[config.mk]
export PLATFORM = sky130hd
export DESIGN_NAME = gp_timer
export DESIGN_NICKNAME = d
export VERILOG_FILES = /design/src/rtl/tmr_pkg.sv /design/src/rtl/tmr_prescaler.sv /design/src/rtl/tmr_counter.sv /design/src/rtl/tmr_channel.sv /design/src/rtl/gp_timer.sv
export SDC_FILE = /design/constraint.sdc
export NUM_CORES = 1
export LEC_CHECK = 0
export ABC_AREA = 1
export BUFFER_PORTS_ARGS = -buffer_cell sky130_fd_sc_hd__buf_2
export CAP_MARGIN = 40
export CORE_MARGIN = 3
export CORE_UTILIZATION = 40
export CTS_CLUSTER_DIAMETER = 50
export DETAILED_ROUTE_END_ITERATION = 8
export PLACE_DENSITY = 0.69
export SYNTH_ARGS = -nofsm -noshare
export SYNTH_HDL_FRONTEND = slang
export SYNTH_SLANG_ARGS = --single-unit
[constraint.sdc]
create_clock -name clk -period 4 [get_ports clk]
set_input_delay 0.6 -clock clk [delete_from_list [all_inputs] [get_ports clk]]
set_output_delay 0.6 -clock clk [all_outputs]
set_load 0.01 [all_outputs]
[src/rtl/tmr_pkg.sv]
package tmr_pkg;
  typedef enum logic [2:0] {
    ADR_DIV    = 3'd0,
    ADR_RELOAD = 3'd1,
    ADR_CMP    = 3'd2,
    ADR_CTL    = 3'd3,
    ADR_COUNT  = 3'd4
  } tmr_addr_e;

  localparam int CTL_EN   = 0;
  localparam int CTL_POL  = 1;
  localparam int CTL_MODE = 2;
  localparam int CTL_CPE  = 3;
  localparam int CTL_RPE  = 4;
  localparam int CTL_FLAG = 5;
  localparam int CTL_W    = 5;
endpackage

[src/rtl/tmr_prescaler.sv]
module tmr_prescaler #(
  parameter int DIV_W = 8
) (
  input  logic             clk,
  input  logic             rst_n,
  input  logic [DIV_W-1:0] div_wr,
  input  logic             upd,
  input  logic             sw_upd,
  output logic             tick
);
  logic [DIV_W-1:0] phase_q, phase_d;
  logic [DIV_W-1:0] div_act_q, div_act_d;

  assign tick = (phase_q == div_act_q);

  always_comb begin
    div_act_d = div_act_q;
    if (upd) div_act_d = div_wr;
    if (sw_upd || tick) phase_d = '0;
    else                phase_d = phase_q + DIV_W'(1);
  end

  always_ff @(posedge clk or negedge rst_n) begin
    if (!rst_n) begin
      phase_q   <= '0;
      div_act_q <= '0;
    end else begin
      phase_q   <= phase_d;
      div_act_q <= div_act_d;
    end
  end

  a_r2_div_holds: assert property (@(posedge clk) disable iff (!rst_n)
    !upd |=> $stable(div_act_q));
  a_r1_phase_bound: assert property (@(posedge clk) disable iff (!rst_n)
    (!sw_upd && !tick) |=> (phase_q == $past(phase_q) + DIV_W'(1)));
endmodule

[src/rtl/tmr_counter.sv]
module tmr_counter #(
  parameter int CNT_W = 16
) (
  input  logic             clk,
  input  logic             rst_n,
  input  logic             tick,
  input  logic             sw_upd,
  input  logic             rpe,
  input  logic [CNT_W-1:0] lim_wr,
  output logic [CNT_W-1:0] cnt,
  output logic             upd
);
  logic [CNT_W-1:0] cnt_q, cnt_d;
  logic [CNT_W-1:0] lim_shd_q, lim_shd_d;
  logic [CNT_W-1:0] lim_eff;
  logic             wrap;

  assign lim_eff = rpe ? lim_shd_q : lim_wr;
  assign wrap    = tick && (cnt_q >= lim_eff);
  assign upd     = sw_upd || wrap;
  assign cnt     = cnt_q;

  always_comb begin
    cnt_d     = cnt_q;
    lim_shd_d = lim_shd_q;
    if (upd)       cnt_d = '0;
    else if (tick) cnt_d = cnt_q + CNT_W'(1);
    if (!rpe || upd) lim_shd_d = lim_wr;
  end

  always_ff @(posedge clk or negedge rst_n) begin
    if (!rst_n) begin
      cnt_q     <= '0;
      lim_shd_q <= '1;
    end else begin
      cnt_q     <= cnt_d;
      lim_shd_q <= lim_shd_d;
    end
  end

  a_r3_wrap_to_zero: assert property (@(posedge clk) disable iff (!rst_n)
    upd |=> (cnt_q == '0));
  a_r1_step: assert property (@(posedge clk) disable iff (!rst_n)
    (tick && !upd) |=> (cnt_q == $past(cnt_q) + CNT_W'(1)));
  a_r1_hold: assert property (@(posedge clk) disable iff (!rst_n)
    (!tick && !sw_upd) |=> $stable(cnt_q));
  a_r4_shadow_hold: assert property (@(posedge clk) disable iff (!rst_n)
    (rpe && !upd) |=> $stable(lim_shd_q));
endmodule

[src/rtl/tmr_channel.sv]
module tmr_channel #(
  parameter int CNT_W = 16
) (
  input  logic             clk,
  input  logic             rst_n,
  input  logic [CNT_W-1:0] cnt,
  input  logic             upd,
  input  logic             ch_en,
  input  logic             pol,
  input  logic             cap_mode,
  input  logic             cpe,
  input  logic             trig_in,
  input  logic             cmp_wr,
  input  logic [CNT_W-1:0] cmp_wdata,
  input  logic             flag_clr,
  output logic [CNT_W-1:0] cmp_val,
  output logic             pwm_out,
  output logic             cap_flag
);
  logic             sync1_q, sync2_q, trig_dly_q;
  logic             rise, fall, cap_hit;
  logic [CNT_W-1:0] cmp_q, cmp_d, cmp_shd_q, cmp_shd_d, cmp_eff;
  logic             pwm_q, pwm_d, flag_q, flag_d;

  assign rise    = sync2_q && !trig_dly_q;
  assign fall    = !sync2_q && trig_dly_q;
  assign cap_hit = ch_en && cap_mode && (pol ? fall : rise);
  assign cmp_eff = cpe ? cmp_shd_q : cmp_q;

  always_comb begin
    cmp_d     = cmp_q;
    cmp_shd_d = cmp_shd_q;
    flag_d    = flag_q;
    if (cap_hit)     cmp_d = cnt;
    else if (cmp_wr) cmp_d = cmp_wdata;
    if (!cpe || upd) cmp_shd_d = cmp_q;
    if (cap_hit)       flag_d = 1'b1;
    else if (flag_clr) flag_d = 1'b0;
    if (ch_en && !cap_mode && (cnt < cmp_eff)) pwm_d = !pol;
    else                                       pwm_d = pol;
  end

  always_ff @(posedge clk or negedge rst_n) begin
    if (!rst_n) begin
      sync1_q    <= 1'b0;
      sync2_q    <= 1'b0;
      trig_dly_q <= 1'b0;
      cmp_q      <= '0;
      cmp_shd_q  <= '0;
      pwm_q      <= 1'b0;
      flag_q     <= 1'b0;
    end else begin
      sync1_q    <= trig_in;
      sync2_q    <= sync1_q;
      trig_dly_q <= sync2_q;
      cmp_q      <= cmp_d;
      cmp_shd_q  <= cmp_shd_d;
      pwm_q      <= pwm_d;
      flag_q     <= flag_d;
    end
  end

  assign cmp_val  = cmp_q;
  assign pwm_out  = pwm_q;
  assign cap_flag = flag_q;

  a_r9_idle_level: assert property (@(posedge clk) disable iff (!rst_n)
    !ch_en |=> (pwm_out == $past(pol)));
  a_r8_flag_set: assert property (@(posedge clk) disable iff (!rst_n)
    cap_hit |=> cap_flag);
  a_r8_flag_sticky: assert property (@(posedge clk) disable iff (!rst_n)
    (cap_flag && !flag_clr) |=> cap_flag);
  a_r7_capture_value: assert property (@(posedge clk) disable iff (!rst_n)
    cap_hit |=> (cmp_val == $past(cnt)));
  a_r9_no_capture: assert property (@(posedge clk) disable iff (!rst_n)
    (!ch_en && !cmp_wr) |=> $stable(cmp_val));
endmodule

[src/rtl/gp_timer.sv]
module gp_timer
  import tmr_pkg::*;
#(
  parameter int CNT_W = 16,
  parameter int DIV_W = 8
) (
  input  logic             clk,
  input  logic             rst_n,
  input  logic             wr_en,
  input  logic [2:0]       wr_addr,
  input  logic [CNT_W-1:0] wr_data,
  input  logic [2:0]       rd_addr,
  output logic [CNT_W-1:0] rd_data,
  input  logic             sw_update,
  input  logic             trig_in,
  output logic             pwm_out,
  output logic             update_evt,
  output logic             cap_flag
);
  logic             rst_s1_q, rst_sync_n;
  logic [DIV_W-1:0] div_q, div_d;
  logic [CNT_W-1:0] lim_q, lim_d;
  logic [CTL_W-1:0] ctl_q, ctl_d;
  logic             tick, upd, flag_clr, cmp_wr;
  logic [CNT_W-1:0] cnt, cmp_val;

  always_ff @(posedge clk or negedge rst_n) begin
    if (!rst_n) begin
      rst_s1_q   <= 1'b0;
      rst_sync_n <= 1'b0;
    end else begin
      rst_s1_q   <= 1'b1;
      rst_sync_n <= rst_s1_q;
    end
  end

  assign cmp_wr   = wr_en && (wr_addr == ADR_CMP);
  assign flag_clr = wr_en && (wr_addr == ADR_CTL) && wr_data[CTL_FLAG];

  always_comb begin
    div_d = div_q;
    lim_d = lim_q;
    ctl_d = ctl_q;
    if (wr_en) begin
      case (wr_addr)
        ADR_DIV:    div_d = wr_data[DIV_W-1:0];
        ADR_RELOAD: lim_d = wr_data;
        ADR_CTL:    ctl_d = wr_data[CTL_W-1:0];
        default:    ;
      endcase
    end
  end

  always_ff @(posedge clk or negedge rst_sync_n) begin
    if (!rst_sync_n) begin
      div_q <= '0;
      lim_q <= '1;
      ctl_q <= '0;
    end else begin
      div_q <= div_d;
      lim_q <= lim_d;
      ctl_q <= ctl_d;
    end
  end

  tmr_prescaler #(.DIV_W(DIV_W)) u_pre (
    .clk(clk), .rst_n(rst_sync_n), .div_wr(div_q), .upd(upd),
    .sw_upd(sw_update), .tick(tick)
  );

  tmr_counter #(.CNT_W(CNT_W)) u_cnt (
    .clk(clk), .rst_n(rst_sync_n), .tick(tick), .sw_upd(sw_update),
    .rpe(ctl_q[CTL_RPE]), .lim_wr(lim_q), .cnt(cnt), .upd(upd)
  );

  tmr_channel #(.CNT_W(CNT_W)) u_ch (
    .clk(clk), .rst_n(rst_sync_n), .cnt(cnt), .upd(upd),
    .ch_en(ctl_q[CTL_EN]), .pol(ctl_q[CTL_POL]), .cap_mode(ctl_q[CTL_MODE]),
    .cpe(ctl_q[CTL_CPE]), .trig_in(trig_in), .cmp_wr(cmp_wr),
    .cmp_wdata(wr_data), .flag_clr(flag_clr), .cmp_val(cmp_val),
    .pwm_out(pwm_out), .cap_flag(cap_flag)
  );

  assign update_evt = upd;

  always_comb begin
    rd_data = '0;
    case (rd_addr)
      ADR_DIV:    rd_data[DIV_W-1:0] = div_q;
      ADR_RELOAD: rd_data = lim_q;
      ADR_CMP:    rd_data = cmp_val;
      ADR_CTL: begin
        rd_data[CTL_W-1:0] = ctl_q;
        rd_data[CTL_FLAG]  = cap_flag;
      end
      ADR_COUNT:  rd_data = cnt;
      default:    ;
    endcase
  end

  a_r3_single_pulse: assert property (@(posedge clk) disable iff (!rst_sync_n)
    (update_evt && !sw_update) |=> !update_evt);
  a_r2_sw_update_clears: assert property (@(posedge clk) disable iff (!rst_sync_n)
    sw_update |=> (cnt == '0));
endmodule

* Yosys cells after proc, flatten, opt, wreduce, memory -nomap -nowiden *
Cells that the tools add are included.

cells by class
  order comparisons = 2
  equality and inequality tests = 8
  add/subtract/negate cells = 2
  reduce and logical (&&, ||, !) cells = 28
  mux-type cells = 14

operators by type and width
  operator                                        count
  2-to-1 mux 16 bit                               6
  case mux 6 bit (5 select lines)                 1
  case mux 8 bit (3 select lines)                 1
  adder 16 x 1 -> 16 bit (second input constant)  1
  greater-or-equal comparator 16 bit              1
  less-than comparator 16 bit                     1
  == test 3 x 2 -> 1 bit (second input constant)  4
  logical AND 1 bit                               10
  adder 8 x 1 -> 8 bit (second input constant)    1
  == test 8 bit                                   1
  2-to-1 mux 8 bit                                1
  case mux 2 bit (4 select lines)                 1
  == test 3 x 1 -> 1 bit (second input constant)  2
  logical NOT 1 bit                               6
  logical NOT 3 bit                               2
  AND reduction 2 bit                             3
  nonzero test 2 bit                              3
  logical OR 1 bit                                4
  2-to-1 mux 1 bit                                4
  == test 3 bit (second input constant)           1

storage, ports and cells
  register bits = 116
  output and inout port bits = 19
  logic and storage cells = 70
  input port bits = 27

* Depth between registers and ports, before layout *
  depth in word-level cells = 5
  depth in mapped cells = 18
  gate-level depth less buffers = 15

* Cells and area by module *
Synthesis repeated with hierarchy kept, for this count alone.

unflattened totals
  cells, all modules = 859
  area total of the unflattened synthesis = 6919.1 um^2

by module, submodules not included
  module         area each (um^2)  seq. area each (um^2)  cells an instance  times used
  tmr_channel    2143.3            925.9                  260                1
  tmr_counter    2140.8            820.8                  260                1
  gp_timer       1838.0            795.8                  245                1
  tmr_prescaler  797.0             400.4                  94                 1

* Worst setup path before layout *
No wires, ideal clock.

  path type = register -> output
  start = register ctl_q[4]
  end = output port update_evt
  required time = 3.400 ns
  buffers on the path = 3
  stages on the path, launching flop included = 16
  slack = 1.248 ns
  data arrival time = 2.152 ns
  path through = dfrtp_1 buf_2 clkbuf_1 mux2i_1 ha_1 inv_1 nor2_1 o21bai_1 nand2_1 nand2_1 nand2_1 nand2_1 nand2_2 nand2_8 buf_8 inv_2

on the way
  word-level cells in the longest chain between the ends = 4

RTL lines
  what                                line               RTL
  start, declared                     gp_timer.sv:23     logic [CTL_W-1:0] ctl_q, ctl_d;
  start signal, assigned              gp_timer.sv:62     ctl_q <= ctl_d;
  2-to-1 mux 16 bit                   tmr_counter.sv:18  assign lim_eff = rpe ? lim_shd_q : lim_wr;
  greater-or-equal comparator 16 bit  tmr_counter.sv:19  assign wrap = tick && (cnt_q >= lim_eff);
  logical AND 1 bit                   tmr_counter.sv:19
  logical OR 1 bit                    tmr_counter.sv:20  assign upd = sw_upd || wrap;
  end, declared                       gp_timer.sv:17     output logic update_evt,

No other way between the ends.

* Worst setup path in the final report *
Ends and elaborated chain as after synthesis.

==> flow_metrics.env <==
export IMPL_status="completed"
export IMPL_p_per_area_mw_per_mm2=598
export IMPL_required_ps=3400
export IMPL_drt_pass1_iterations=5
export IMPL_grt_ovfl_total=0
export IMPL_timing_critical_path_from="ctl_q[4]$_DFFE_PN0P_"
export IMPL_io_pins=46
export IMPL_cts_hold_buf=1
export IMPL_fp_coreArea_mm2=0.0159
export IMPL_synth_compound_area_share_pct=11.0
export IMPL_synthSimpleGateAreaFrac_pct=25.5
export IMPL_synth_fp_nets=854
export IMPL_finalSetupViolCount=0
export IMPL_ys_ff_latch=116
export IMPL_grtUsageTotal_pct=20.1
export IMPL_peakVddDrop_uv=283
export IMPL_crit_type="flip-flop to output port"
export IMPL_initial_utilization_pct=41.1
export IMPL_grt_pass1_wl_mm=28.4
export IMPL_muxShareOfSynthArea_pct=1.72
export IMPL_clock_latency_ps=420
export IMPL_setup_tns_ps=0
export IMPL_place_gp_congestion=0.854
export IMPL_dp_cells=1031
export IMPL_cts_inserted_buffers=17
export IMPL_tightest_slew_ps=873
export IMPL_synth_top_family_by_area="simple AND/OR/NAND/NOR gates"
export IMPL_slew_viol_final=0
export IMPL_synth_seq_area_share_pct=44.9
export IMPL_cts_root_buf="clkbuf_16"
export IMPL_skew_ps=6.45
export IMPL_synth_edff_count=0
export IMPL_post_cts_buffers=0
export IMPL_rsz0062_at_grt="false"
export IMPL_max_cap_violations=0
export IMPL_drt_wirelength_per_cell_um=16.2
export IMPL_reg2reg_slack_ps=1030
export IMPL_final_hold_violation_count=0
export IMPL_antenna_found_initial=0
export IMPL_arrival_ps=2860
export IMPL_synth_area_per_cell_um2=8.25
export IMPL_diodes=0
export IMPL_r2r_start="ctl_q[4]$_DFFE_PN0P_"
export IMPL_clock_sinks=116
export IMPL_grt_max_degree=65
export IMPL_crit_family="buffers and inverters"
export IMPL_crit_path_end_kind="output port"
export IMPL_synth_cells=794
export IMPL_fin_crit_sh_pct=86.4
export IMPL_portBuffers=45
export IMPL_power_total_mw=4.58
export IMPL_synth_xor_area_share_pct=2.94
export IMPL_hpwl_mm=12.3
export IMPL_drc=0
export IMPL_clk_pin_slew_ps=50
export IMPL_ant_nets=0
export IMPL_drt_iter0_drc=457
export IMPL_max_clock_freq_mhz=289
export IMPL_row_count=46
export IMPL_htree_levels=4
export IMPL_vias_per_cell=5.30
export IMPL_synthAdderAreaFrac_pct=6.30
export IMPL_die_area_mm2=0.0180
export IMPL_grt_pass1_vias=5528
export IMPL_cpMostUsedCell="nand2_1"
export IMPL_synth_cell_types=38
export IMPL_leakage_nw=3.87
export IMPL_period_needed_ps=3460
export IMPL_cpPeakStageDelay_ps=410
export IMPL_hp_class="flip-flop to asynchronous set/reset pin"
export IMPL_cts_max_path_buffers=2
export IMPL_slowest_stage="buf_4"
export IMPL_die_x_um=134
export IMPL_nNetsFinal=895
export IMPL_ys_flop_type="dfrtp_1"
export IMPL_stdcell_count=1064
export IMPL_critPathLaunchType="flip-flop"
export IMPL_crit_chain="buf_4 -> mux2i_1 -> ha_1 -> nand2_1 -> inv_1 -> nand2_1 -> nand2_1 -> a21oi_1 -> nand2_1 -> nand2_1 -> nand2_2 -> nand2_8 -> inv_2 -> buf_2"
export IMPL_netlist_area_mm2=0.00655
export IMPL_fp_dieH_um=134
export IMPL_path_max_fanout=45
export IMPL_wirelength_mm=17.2
export IMPL_cts_tree="yes"
export IMPL_path_buf_inv=4
export IMPL_cts_resized=0
export IMPL_synth_async_sr_flop_share_pct=100
export IMPL_layout_drive_gt1_share_pct=16.3
export IMPL_relSlewSlack_pct=41.8
export IMPL_area_growth_pct=16.8
export IMPL_vias=5640
export IMPL_yosysWarningCount=0
[per-layer routing]
metal  global-route usage (%)  share of wire (%)  routed length [um]  vias up
met3                     4.58                5.6                 961       36
met5                        0                  0                   0        -
li1                         -                  -                   -     2718
met4                     8.06                2.5                 438        0
met2                     31.4                 46                7980      172
met1                     27.2                 46                7830     2714
[worst register-to-register path, stage by stage, from the launching register on]
cell and delay [ps]:
dfrtp_1 360, buf_4 410, mux2i_1 290, ha_1 260, nand2_1 80, inv_1 40, nand2_1 60, nand2_1 40
a21oi_1 110, nand2_1 80, nand2_1 70, nand2_2 90, nand2_8 250, buf_4 340, nand2_4 210, nand2_1 110
nand2_1 60
[through the flow]
stage	cell area, um^2	hold slack (ps)	worst slack (ps)	utilization (%)
after detailed placement	6970	154	1010	43.7
after global routing	7650	168	328	48.0
after global placement	6940	335	1080	43.5
after CTS	7650	161	553	48.0
final	7650	154	544	48.0
after floorplan	6550	304	585	-
[final cells by class]
class                   instances  area, um^2
fillers                      1530        8290
clock buffers                  22         474
multi-input cells             561        3120
inverters                      84         315
well taps                     216         270
flip-flops and latches        116        2950
repair buffers                 55         323
clock inverters                10         200
[synthesized netlist by cell type (3+ instances only)]
library cell	n	area (um^2)
nand2_1	234	878
dfrtp_1	84	2100
inv_1	83	312
nand3_1	67	335
o21ai_0	55	275
nor2_1	34	128
ha_1	33	413
dfstp_2	32	841
o221ai_1	24	210
xor2_1	22	193
a21oi_1	21	105
clkbuf_1	17	63.8
buf_2	10	50.1
nand3_2	10	100
nor3_1	10	50.1
mux2i_1	9	90.1
nand3b_1	9	67.6
o22ai_1	6	37.5
a221oi_1	5	43.8
buf_4	3	22.5
nand2_4	3	33.8
nand4_1	3	18.8
[where the power goes]
group | leakage, nW | internal, mW | switching [mW]
Sequential | 1.42 | 1.52 | 0.235
Combinational | 2.11 | 0.396 | 0.691
Clock | 0.334 | 1.21 | 0.527
[final timing paths]
path	endpoint	cells after the start
max reg2reg	u_ch.cmp_shd_q[1]$_DFFE_PN0P_	16
max	update_evt	14
min reg2reg	div_q[0]$_DFFE_PN0P_	0
min	div_q[0]$_DFFE_PN0P_	0
min in group clk	u_ch.sync1_q$_DFF_PN0_	1
max in group asynchronous	lim_q[9]$_DFFE_PN1P_	2
[cells in the final DEF (no fill, tap or decap), types with 10 or more instances in the layout]
cell type    n
nand3_1     67
o221ai_1    24
buf_2       45
dfrtp_1     83
xor2_1      22
o21ai_0     55
ha_1        33
inv_1       83
nor2_1      34
nand3_2     10
a21oi_1     21
clkbuf_16   17
nand2_1    234
dfstp_2     32
[flip-flops by register name, indices dropped and copies added, names as in the netlist]
register / count
u_ch.cmp_shd_q: 16
u_pre.phase_q: 8
u_ch.cap_flag: 1
rst_sync_n: 1
ctl_q: 5
u_cnt.lim_shd_q: 16
lim_q: 16
u_ch.pwm_out: 1
u_ch.cmp_val: 16
u_ch.sync2_q: 1
u_ch.sync1_q: 1
u_ch.trig_dly_q: 1
u_pre.div_act_q: 8
rst_s1_q: 1
u_cnt.cnt: 16
div_q: 8
[kinds of logic after synthesis]
kind of cell,count (synthesis)
xor gates and xnor gates,22
muxes,11
DFF,116
buffers and inverters,117
AOI/OAI and AO/OA,118
adders and majority gates,33
other,1
and+or+nand+nor,376
(Power assumes the default switching activity.)
